[src/rtl/sdac_pkg.sv]
package sdac_pkg;

  typedef enum logic [3:0] {
    ST_IDLE       = 4'd0,
    ST_CLR        = 4'd1,
    ST_CS_SETUP   = 4'd2,
    ST_SHIFT_LO   = 4'd3,
    ST_SHIFT_HI   = 4'd4,
    ST_CS_HOLD    = 4'd5,
    ST_LD_SETUP   = 4'd6,
    ST_LD_PULSE   = 4'd7,
    ST_LD_RECOVER = 4'd8
  } sdac_state_e;

  // nanoseconds to clock cycles, rounded up, never below one cycle
  function automatic int ns_to_cyc(input int ns, input int period_ns);
    int c;
    c = (ns + period_ns - 1) / period_ns;
    return (c < 1) ? 1 : c;
  endfunction

  function automatic int max_of(input int a, input int b);
    return (a > b) ? a : b;
  endfunction

endpackage

[src/rtl/sdac_interval_timer.sv]
module sdac_interval_timer #(
  parameter int TW = 4
) (
  input  logic          clk,
  input  logic          rst_n,
  input  logic          load,
  input  logic [TW-1:0] load_val,
  output logic          expired
);

  logic [TW-1:0] cnt_q;
  logic [TW-1:0] cnt_d;
  logic          cnt_en;

  always_comb begin
    cnt_en = load || (cnt_q != '0);
    cnt_d  = load ? load_val : (cnt_q - TW'(1));
  end

  always_ff @(posedge clk or negedge rst_n) begin
    if (!rst_n) begin
      cnt_q <= '0;
    end else if (cnt_en) begin
      cnt_q <= cnt_d;
    end
  end

  assign expired = (cnt_q == '0);

endmodule

[src/rtl/sdac_bit_shifter.sv]
module sdac_bit_shifter #(
  parameter int W = 12
) (
  input  logic         clk,
  input  logic         rst_n,
  input  logic         load,
  input  logic [W-1:0] load_val,
  input  logic         shift,
  output logic         msb,
  output logic         last_bit
);

  localparam int BW = (W > 1) ? $clog2(W) : 1;

  logic [W-1:0]  sreg_q;
  logic [W-1:0]  sreg_d;
  logic [BW-1:0] bcnt_q;
  logic [BW-1:0] bcnt_d;
  logic          en;

  always_comb begin
    en     = load || shift;
    sreg_d = load ? load_val : {sreg_q[W-2:0], 1'b0};
    bcnt_d = load ? '0 : (bcnt_q + BW'(1));
  end

  always_ff @(posedge clk or negedge rst_n) begin
    if (!rst_n) begin
      sreg_q <= '0;
      bcnt_q <= '0;
    end else if (en) begin
      sreg_q <= sreg_d;
      bcnt_q <= bcnt_d;
    end
  end

  assign msb      = sreg_q[W-1];
  assign last_bit = (bcnt_q == BW'(W-1));

  AST_BITCNT_RANGE: assert property (@(posedge clk) disable iff (!rst_n)
    shift |-> (bcnt_q <= BW'(W-1)));

endmodule

[src/rtl/sdac_seq_fsm.sv]
module sdac_seq_fsm
  import sdac_pkg::*;
#(
  parameter int TW      = 4,
  parameter int CSS_CYC = 4,
  parameter int LO_CYC  = 4,
  parameter int HI_CYC  = 4,
  parameter int CSH_CYC = 4,
  parameter int LD1_CYC = 2,
  parameter int LDW_CYC = 4,
  parameter int REC_CYC = 4,
  parameter int CLR_CYC = 4
) (
  input  logic          clk,
  input  logic          rst_n,
  input  logic          req_valid,
  input  logic          req_clear,
  input  logic          tmr_expired,
  input  logic          last_bit,
  input  logic          sdi,
  output logic          tmr_load,
  output logic [TW-1:0] tmr_val,
  output logic          sh_load,
  output logic          sh_shift,
  output logic          ready,
  output logic          cs_n,
  output logic          sclk,
  output logic          ld_n,
  output logic          clr_n
);

  localparam logic [TW-1:0] V_CSS = TW'(CSS_CYC - 1);
  localparam logic [TW-1:0] V_LO  = TW'(LO_CYC - 1);
  localparam logic [TW-1:0] V_HI  = TW'(HI_CYC - 1);
  localparam logic [TW-1:0] V_CSH = TW'(CSH_CYC - 1);
  localparam logic [TW-1:0] V_LD1 = TW'(LD1_CYC - 1);
  localparam logic [TW-1:0] V_LDW = TW'(LDW_CYC - 1);
  localparam logic [TW-1:0] V_REC = TW'(REC_CYC - 1);
  localparam logic [TW-1:0] V_CLR = TW'(CLR_CYC - 1);

  sdac_state_e state_q, state_d;
  logic        state_chg;
  logic        ready_q, cs_n_q, sclk_q, ld_n_q, clr_n_q;
  logic        ready_d, cs_n_d, sclk_d, ld_n_d, clr_n_d;

  // next-state logic
  always_comb begin
    state_d = state_q;
    unique case (state_q)
      ST_IDLE:       if (req_valid)   state_d = req_clear ? ST_CLR : ST_CS_SETUP;
      ST_CLR:        if (tmr_expired) state_d = ST_IDLE;
      ST_CS_SETUP:   if (tmr_expired) state_d = ST_SHIFT_LO;
      ST_SHIFT_LO:   if (tmr_expired) state_d = ST_SHIFT_HI;
      ST_SHIFT_HI:   if (tmr_expired) state_d = last_bit ? ST_CS_HOLD : ST_SHIFT_LO;
      ST_CS_HOLD:    if (tmr_expired) state_d = ST_LD_SETUP;
      ST_LD_SETUP:   if (tmr_expired) state_d = ST_LD_PULSE;
      ST_LD_PULSE:   if (tmr_expired) state_d = ST_LD_RECOVER;
      ST_LD_RECOVER: if (tmr_expired) state_d = ST_IDLE;
      default:                        state_d = ST_IDLE;
    endcase
  end

  // interval selection for the state being entered
  always_comb begin
    unique case (state_d)
      ST_CLR:        tmr_val = V_CLR;
      ST_CS_SETUP:   tmr_val = V_CSS;
      ST_SHIFT_LO:   tmr_val = V_LO;
      ST_SHIFT_HI:   tmr_val = V_HI;
      ST_CS_HOLD:    tmr_val = V_CSH;
      ST_LD_SETUP:   tmr_val = V_LD1;
      ST_LD_PULSE:   tmr_val = V_LDW;
      ST_LD_RECOVER: tmr_val = V_REC;
      default:       tmr_val = '0;
    endcase
  end

  always_comb begin
    state_chg = (state_d != state_q);
    tmr_load  = state_chg;
    sh_load   = (state_q == ST_IDLE) && req_valid && !req_clear;
    sh_shift  = (state_q == ST_SHIFT_HI) && tmr_expired;
    ready_d   = (state_d == ST_IDLE);
    cs_n_d    = !((state_d == ST_CS_SETUP) || (state_d == ST_SHIFT_LO) ||
                  (state_d == ST_SHIFT_HI) || (state_d == ST_CS_HOLD));
    sclk_d    = (state_d == ST_SHIFT_HI);
    ld_n_d    = (state_d != ST_LD_PULSE);
    clr_n_d   = (state_d != ST_CLR);
  end

  // state and registered pin drivers, updated only on a state change
  always_ff @(posedge clk or negedge rst_n) begin
    if (!rst_n) begin
      state_q <= ST_IDLE;
      ready_q <= 1'b1;
      cs_n_q  <= 1'b1;
      sclk_q  <= 1'b0;
      ld_n_q  <= 1'b1;
      clr_n_q <= 1'b1;
    end else if (state_chg) begin
      state_q <= state_d;
      ready_q <= ready_d;
      cs_n_q  <= cs_n_d;
      sclk_q  <= sclk_d;
      ld_n_q  <= ld_n_d;
      clr_n_q <= clr_n_d;
    end
  end

  assign ready = ready_q;
  assign cs_n  = cs_n_q;
  assign sclk  = sclk_q;
  assign ld_n  = ld_n_q;
  assign clr_n = clr_n_q;

  AST_SCLK_NEEDS_CS: assert property (@(posedge clk) disable iff (!rst_n)
    sclk_q |-> !cs_n_q);
  AST_SDI_STABLE_HI: assert property (@(posedge clk) disable iff (!rst_n)
    (sclk_q && $past(sclk_q)) |-> $stable(sdi));
  AST_NO_SCLK_IN_LD: assert property (@(posedge clk) disable iff (!rst_n)
    !ld_n_q |-> (!sclk_q && cs_n_q));
  AST_READY_QUIET: assert property (@(posedge clk) disable iff (!rst_n)
    ready_q |-> (cs_n_q && ld_n_q && clr_n_q && !sclk_q));
  AST_CLR_QUIET: assert property (@(posedge clk) disable iff (!rst_n)
    !clr_n_q |-> (cs_n_q && ld_n_q && !sclk_q));
  AST_LD_AFTER_SETUP: assert property (@(posedge clk) disable iff (!rst_n)
    $fell(ld_n_q) |-> $past(state_q == ST_LD_SETUP));

endmodule

[src/rtl/sdac_wr_ctrl.sv]
module sdac_wr_ctrl
  import sdac_pkg::*;
#(
  parameter int DATA_W         = 12,
  parameter int CLK_PERIOD_NS  = 8,
  parameter int T_CLK_HI_NS    = 30,
  parameter int T_CLK_LO_NS    = 30,
  parameter int T_DS_NS        = 15,
  parameter int T_DH_NS        = 15,
  parameter int T_CSS_NS       = 30,
  parameter int T_CSH_NS       = 30,
  parameter int T_LD_SETUP_NS  = 15,
  parameter int T_LDW_NS       = 30,
  parameter int T_LD_REC_NS    = 30,
  parameter int T_CLR_NS       = 30
) (
  input  logic              clk,
  input  logic              rst_n,
  input  logic              req_valid,
  output logic              req_ready,
  input  logic [DATA_W-1:0] req_code,
  input  logic              req_clear,
  output logic              dac_cs_n,
  output logic              dac_sclk,
  output logic              dac_sdi,
  output logic              dac_ld_n,
  output logic              dac_clr_n
);

  localparam int CSS_CYC = ns_to_cyc(T_CSS_NS, CLK_PERIOD_NS);
  localparam int LO_CYC  = max_of(ns_to_cyc(T_CLK_LO_NS, CLK_PERIOD_NS),
                                  ns_to_cyc(T_DS_NS, CLK_PERIOD_NS));
  localparam int HI_CYC  = max_of(ns_to_cyc(T_CLK_HI_NS, CLK_PERIOD_NS),
                                  ns_to_cyc(T_DH_NS, CLK_PERIOD_NS));
  localparam int CSH_CYC = ns_to_cyc(T_CSH_NS, CLK_PERIOD_NS);
  localparam int LD1_CYC = ns_to_cyc(T_LD_SETUP_NS, CLK_PERIOD_NS);
  localparam int LDW_CYC = ns_to_cyc(T_LDW_NS, CLK_PERIOD_NS);
  localparam int REC_CYC = ns_to_cyc(T_LD_REC_NS, CLK_PERIOD_NS);
  localparam int CLR_CYC = ns_to_cyc(T_CLR_NS, CLK_PERIOD_NS);
  localparam int MAX_CYC = max_of(max_of(max_of(CSS_CYC, LO_CYC), max_of(HI_CYC, CSH_CYC)),
                                  max_of(max_of(LD1_CYC, LDW_CYC), max_of(REC_CYC, CLR_CYC)));
  localparam int TW      = (MAX_CYC > 1) ? $clog2(MAX_CYC) : 1;

  // reset: asserted asynchronously, released on a clock edge
  logic rst_meta_q, rst_sync_n;
  always_ff @(posedge clk or negedge rst_n) begin
    if (!rst_n) begin
      rst_meta_q <= 1'b0;
      rst_sync_n <= 1'b0;
    end else begin
      rst_meta_q <= 1'b1;
      rst_sync_n <= rst_meta_q;
    end
  end

  logic          tmr_load, tmr_expired;
  logic [TW-1:0] tmr_val;
  logic          sh_load, sh_shift, sh_msb, sh_last;

  sdac_interval_timer #(.TW(TW)) u_timer (
    .clk      (clk),
    .rst_n    (rst_sync_n),
    .load     (tmr_load),
    .load_val (tmr_val),
    .expired  (tmr_expired)
  );

  sdac_bit_shifter #(.W(DATA_W)) u_shifter (
    .clk      (clk),
    .rst_n    (rst_sync_n),
    .load     (sh_load),
    .load_val (req_code),
    .shift    (sh_shift),
    .msb      (sh_msb),
    .last_bit (sh_last)
  );

  sdac_seq_fsm #(
    .TW(TW), .CSS_CYC(CSS_CYC), .LO_CYC(LO_CYC), .HI_CYC(HI_CYC),
    .CSH_CYC(CSH_CYC), .LD1_CYC(LD1_CYC), .LDW_CYC(LDW_CYC),
    .REC_CYC(REC_CYC), .CLR_CYC(CLR_CYC)
  ) u_fsm (
    .clk         (clk),
    .rst_n       (rst_sync_n),
    .req_valid   (req_valid),
    .req_clear   (req_clear),
    .tmr_expired (tmr_expired),
    .last_bit    (sh_last),
    .sdi         (sh_msb),
    .tmr_load    (tmr_load),
    .tmr_val     (tmr_val),
    .sh_load     (sh_load),
    .sh_shift    (sh_shift),
    .ready       (req_ready),
    .cs_n        (dac_cs_n),
    .sclk        (dac_sclk),
    .ld_n        (dac_ld_n),
    .clr_n       (dac_clr_n)
  );

  assign dac_sdi = sh_msb;

endmodule

[config.mk]
export PLATFORM = sky130hd
export DESIGN_NAME = sdac_wr_ctrl
export DESIGN_NICKNAME = d
export VERILOG_FILES = /design/src/rtl/sdac_pkg.sv /design/src/rtl/sdac_interval_timer.sv /design/src/rtl/sdac_bit_shifter.sv /design/src/rtl/sdac_seq_fsm.sv /design/src/rtl/sdac_wr_ctrl.sv
export SDC_FILE = /design/constraint.sdc
export NUM_CORES = 1
export LEC_CHECK = 0
export BUFFER_PORTS_ARGS = -buffer_cell sky130_fd_sc_hd__buf_2
export CAP_MARGIN = 30
export CORE_MARGIN = 8
export CORE_UTILIZATION = 60
export DETAILED_ROUTE_END_ITERATION = 8
export PLACE_DENSITY_LB_ADDON = 0.12
export SYNTH_ARGS = -nofsm -noshare
export SYNTH_HDL_FRONTEND = slang
export SYNTH_SLANG_ARGS = --single-unit
[constraint.sdc]
create_clock -name clk -period 2.75 [get_ports clk]
set_clock_uncertainty 0.05 [all_clocks]
set_input_delay 0.4125 -clock clk [delete_from_list [all_inputs] [get_ports clk]]
set_output_delay 0.4125 -clock clk [all_outputs]
set_load 0.1 [all_outputs]
==> results.sh <==
export IMPL_track_usage=0.153
export IMPL_crit_path_start_kind="flip-flop"
export IMPL_post_route_period_util=0.802
export IMPL_critPathBufInv=1
export IMPL_status="finished clean"
export IMPL_rr_worst_depth=7
export IMPL_min_period_ns=2.21
export IMPL_synth_flop_cell="dfrtp_1"
export IMPL_dp_cells=189
export IMPL_avgSynthCellArea_sq_um=10.5
export IMPL_cts_sinks=29
export IMPL_yosys_top_cells_area="dfrtp_1 41%, mux2i_1 8.5%, dfstp_2 6.9%"
export IMPL_multi_input_area_sq_um=716
export IMPL_tns_ns=0
export IMPL_clock_fmax_ghz=0.453
export IMPL_r2r_end="u_fsm.ready"
export IMPL_numPortBuffers=21
export IMPL_max_cap_violations=0
export IMPL_synth_seq_cells=29
export IMPL_synth_largest_area_cell="dfrtp_1"
export IMPL_synthArstFlopShare=1.00
export IMPL_syn_inst=145
export IMPL_max_slew_margin=0.635
export IMPL_cp_required_ns=2.98
export IMPL_cp_depth=7
export IMPL_synth_area_sq_um=1520
export IMPL_routed_wl_um=3050
export IMPL_syn_to_final_growth_pct=13.8
export IMPL_slowest_stage="ha_1"
export IMPL_hold_slack_ns=0.160
export IMPL_fp_dieW_um=66.4
export IMPL_grt_pass1_wl_um=5180
export IMPL_yosysSeqAreaShare=0.479
export IMPL_cp_end_kind="flip-flop"
export IMPL_finalMaxSlewViolations=0
export IMPL_drive_gt1_frac=0.286
export IMPL_path_clk_slew_ns=0.10
export IMPL_cp_max_fo=12
export IMPL_cts_tree="yes"
export IMPL_rows=18
export IMPL_critical_path_top_delay_family="compound AO/OA/AOI/OAI gates"
export IMPL_min_delay_path_class="reg -> async"
export IMPL_grt_max_degree=30
export IMPL_r2r_slack_ns=0.54
export IMPL_clk_latency_ns=0.33
export IMPL_max_clock_path_buffers=2
export IMPL_crit_type="reg -> reg"
export IMPL_worst_slew_pin_slew_ns=0.542
export IMPL_dp_hpwl_um=2300
export IMPL_synth_fp_nets=164
export IMPL_seqCellArea_sq_um=731
export IMPL_arrival_ns=2.43
export IMPL_crit_start="u_timer.cnt_q[1]"
export IMPL_grt_setup_unrepaired="no"
export IMPL_ant_nets=0
export IMPL_cp_cell_sequence="inv_1, ha_1, nand3_1, xor2_1, a311oi_2, nor3_4, a2bb2o_4"
export IMPL_grt_pass1_vias=1112
export IMPL_place_ws_ns=0.558
export IMPL_root_buffer="clkbuf_4"
export IMPL_synth_top_cell_area_share=0.411
export IMPL_dr_pass1_iters=4
export IMPL_worst_ir_drop_vdd_mv=0.879
export IMPL_hold_viol_final=0
export IMPL_antenna_found_initial=0
export IMPL_overflow=0
export IMPL_yosysWarnings=0
export IMPL_detail_route_wl_per_cell_um=15.4
export IMPL_htreeDepth=2
export IMPL_final_nets=186
export IMPL_io_pins=22
export IMPL_num_vias=1127
export IMPL_die_h_um=66.4
export IMPL_slowest_delay_ns=0.44
export IMPL_drc=0
export IMPL_initial_core_util=0.627
export IMPL_final_cells=198
export IMPL_drtIter0Drc=47
export IMPL_yosysUniqueCellTypes=45
export IMPL_synth_edff_count=0
export IMPL_power_density_nw_per_um2=1170
export IMPL_cellLeakagePower_nw=0.756
export IMPL_r2r_start="u_timer.cnt_q[1]"
export IMPL_setup_ws_ns=0.545
export IMPL_die_area_sq_um=4410
export IMPL_place_congestion=0.888
export IMPL_core_area_sq_um=2430
export IMPL_totalPowerFinal_mw=2.03
export IMPL_drt_vias_per_instance=5.69
export IMPL_nFillCells=175
export IMPL_setup_viol=0
export IMPL_cts_made_buffers=5
export IMPL_antennaDiodeCount=0
==> synthesized netlist by cell type (all sizes together) (2+ instances only) <==
master and instances:
dfrtp 25, nand2 14, o21ai 14, mux2i 13, nor2 10, buf 9, inv 6, a21oi 5
dfstp 4, ha 3, nand3 3, xor2 3, a311oi 2, mux2 2, nand3b 2, nor3 2
nor4 2, o21bai 2, o31ai 2, o32ai 2, xnor2 2
==> what timing repair did <==
action	CTS	global route
endpoints found under the hold margin	2	0
setup endpoints to repair	0	0
hold buffers	1	0
resized for setup	0	0
buffers inserted	0	0
==> worst register-to-register path, cell delays in order, from the launching register on <==
cell,delay (ns)
dfrtp_1,0.38
inv_1,0.10
ha_1,0.44
nand3_1,0.21
xor2_1,0.21
a311oi_2,0.44
nor3_4,0.10
a2bb2o_4,0.23
==> flip-flops by register name, summed over array words and instances (netlist names), 2 cells and up <==
signal            flops
u_fsm.state_q         4
u_timer.cnt_q         2
u_shifter.bcnt_q      4
u_shifter.sreg_q     12
==> power breakdown <==
group	internal [mW]	switching, mW
sequential	0.603	0.143
combinational	0.364	0.621
clock	0.148	0.153
total	1.12	0.916
==> logic make-up (layout without fill, tap and decap cells) <==
logic type,count (synthesis),count (layout),share of synthesized area
AOI/OAI and AO/OA,34,34,0.159
xor gates and xnor gates,5,5,0.0287
adders and majority gates,3,3,0.0246
buffers and inverters,16,39,0.0542
DFF,29,29,0.479
muxes,15,15,0.100
other,1,1,0.00246
and+or+nand+nor,42,42,0.151
==> area by class of cell <==
class / instances / share of cell area
clock buffer: 7 / 0.0375
sequential: 29 / 0.421
clock inverter: 1 / 0.00289
inverter: 6 / 0.0130
timing repair buffer: 25 / 0.0909
multi-input combinational: 100 / 0.413
tap: 30 / 0.0216
==> through the flow <==
stage / util / area (sq um)
after global placement: 0.669 / 1630
after detailed placement: 0.680 / 1650
final: 0.713 / 1730
after global routing: 0.713 / 1730
after floorplan: - / 1520
after CTS: 0.713 / 1730
==> placed cells by master, fill, tap and decap left out, drive strengths merged, types with 3 or more instances in the layout <==
| cell type | count |
|---|---|
| a21oi | 5 |
| o21ai | 14 |
| nand3 | 3 |
| buf | 24 |
| inv | 6 |
| nand2 | 14 |
| dfrtp | 25 |
| clkbuf | 7 |
| nor2 | 10 |
| xor2 | 3 |
| mux2i | 13 |
| dfstp | 4 |
| ha | 3 |
==> worst max path at each step <==
stage                                to
floorplan                   u_fsm.ready
global placement            u_fsm.ready
detailed placement          u_fsm.ready
CTS                         u_fsm.ready
global route        u_shifter.sreg_q[2]
finish                      u_fsm.ready
==> per-layer routing <==
| metal | share of wire | global-route usage | vias up |
|---|---|---|---|
| met5 | 0 | 0 | - |
| li1 | - | - | 555 |
| met4 | 0.016 | 0.0640 | 0 |
| met1 | 0.40 | 0.171 | 528 |
| met2 | 0.51 | 0.252 | 37 |
| met3 | 0.074 | 0.0593 | 7 |
(Power assumes the default switching activity.)
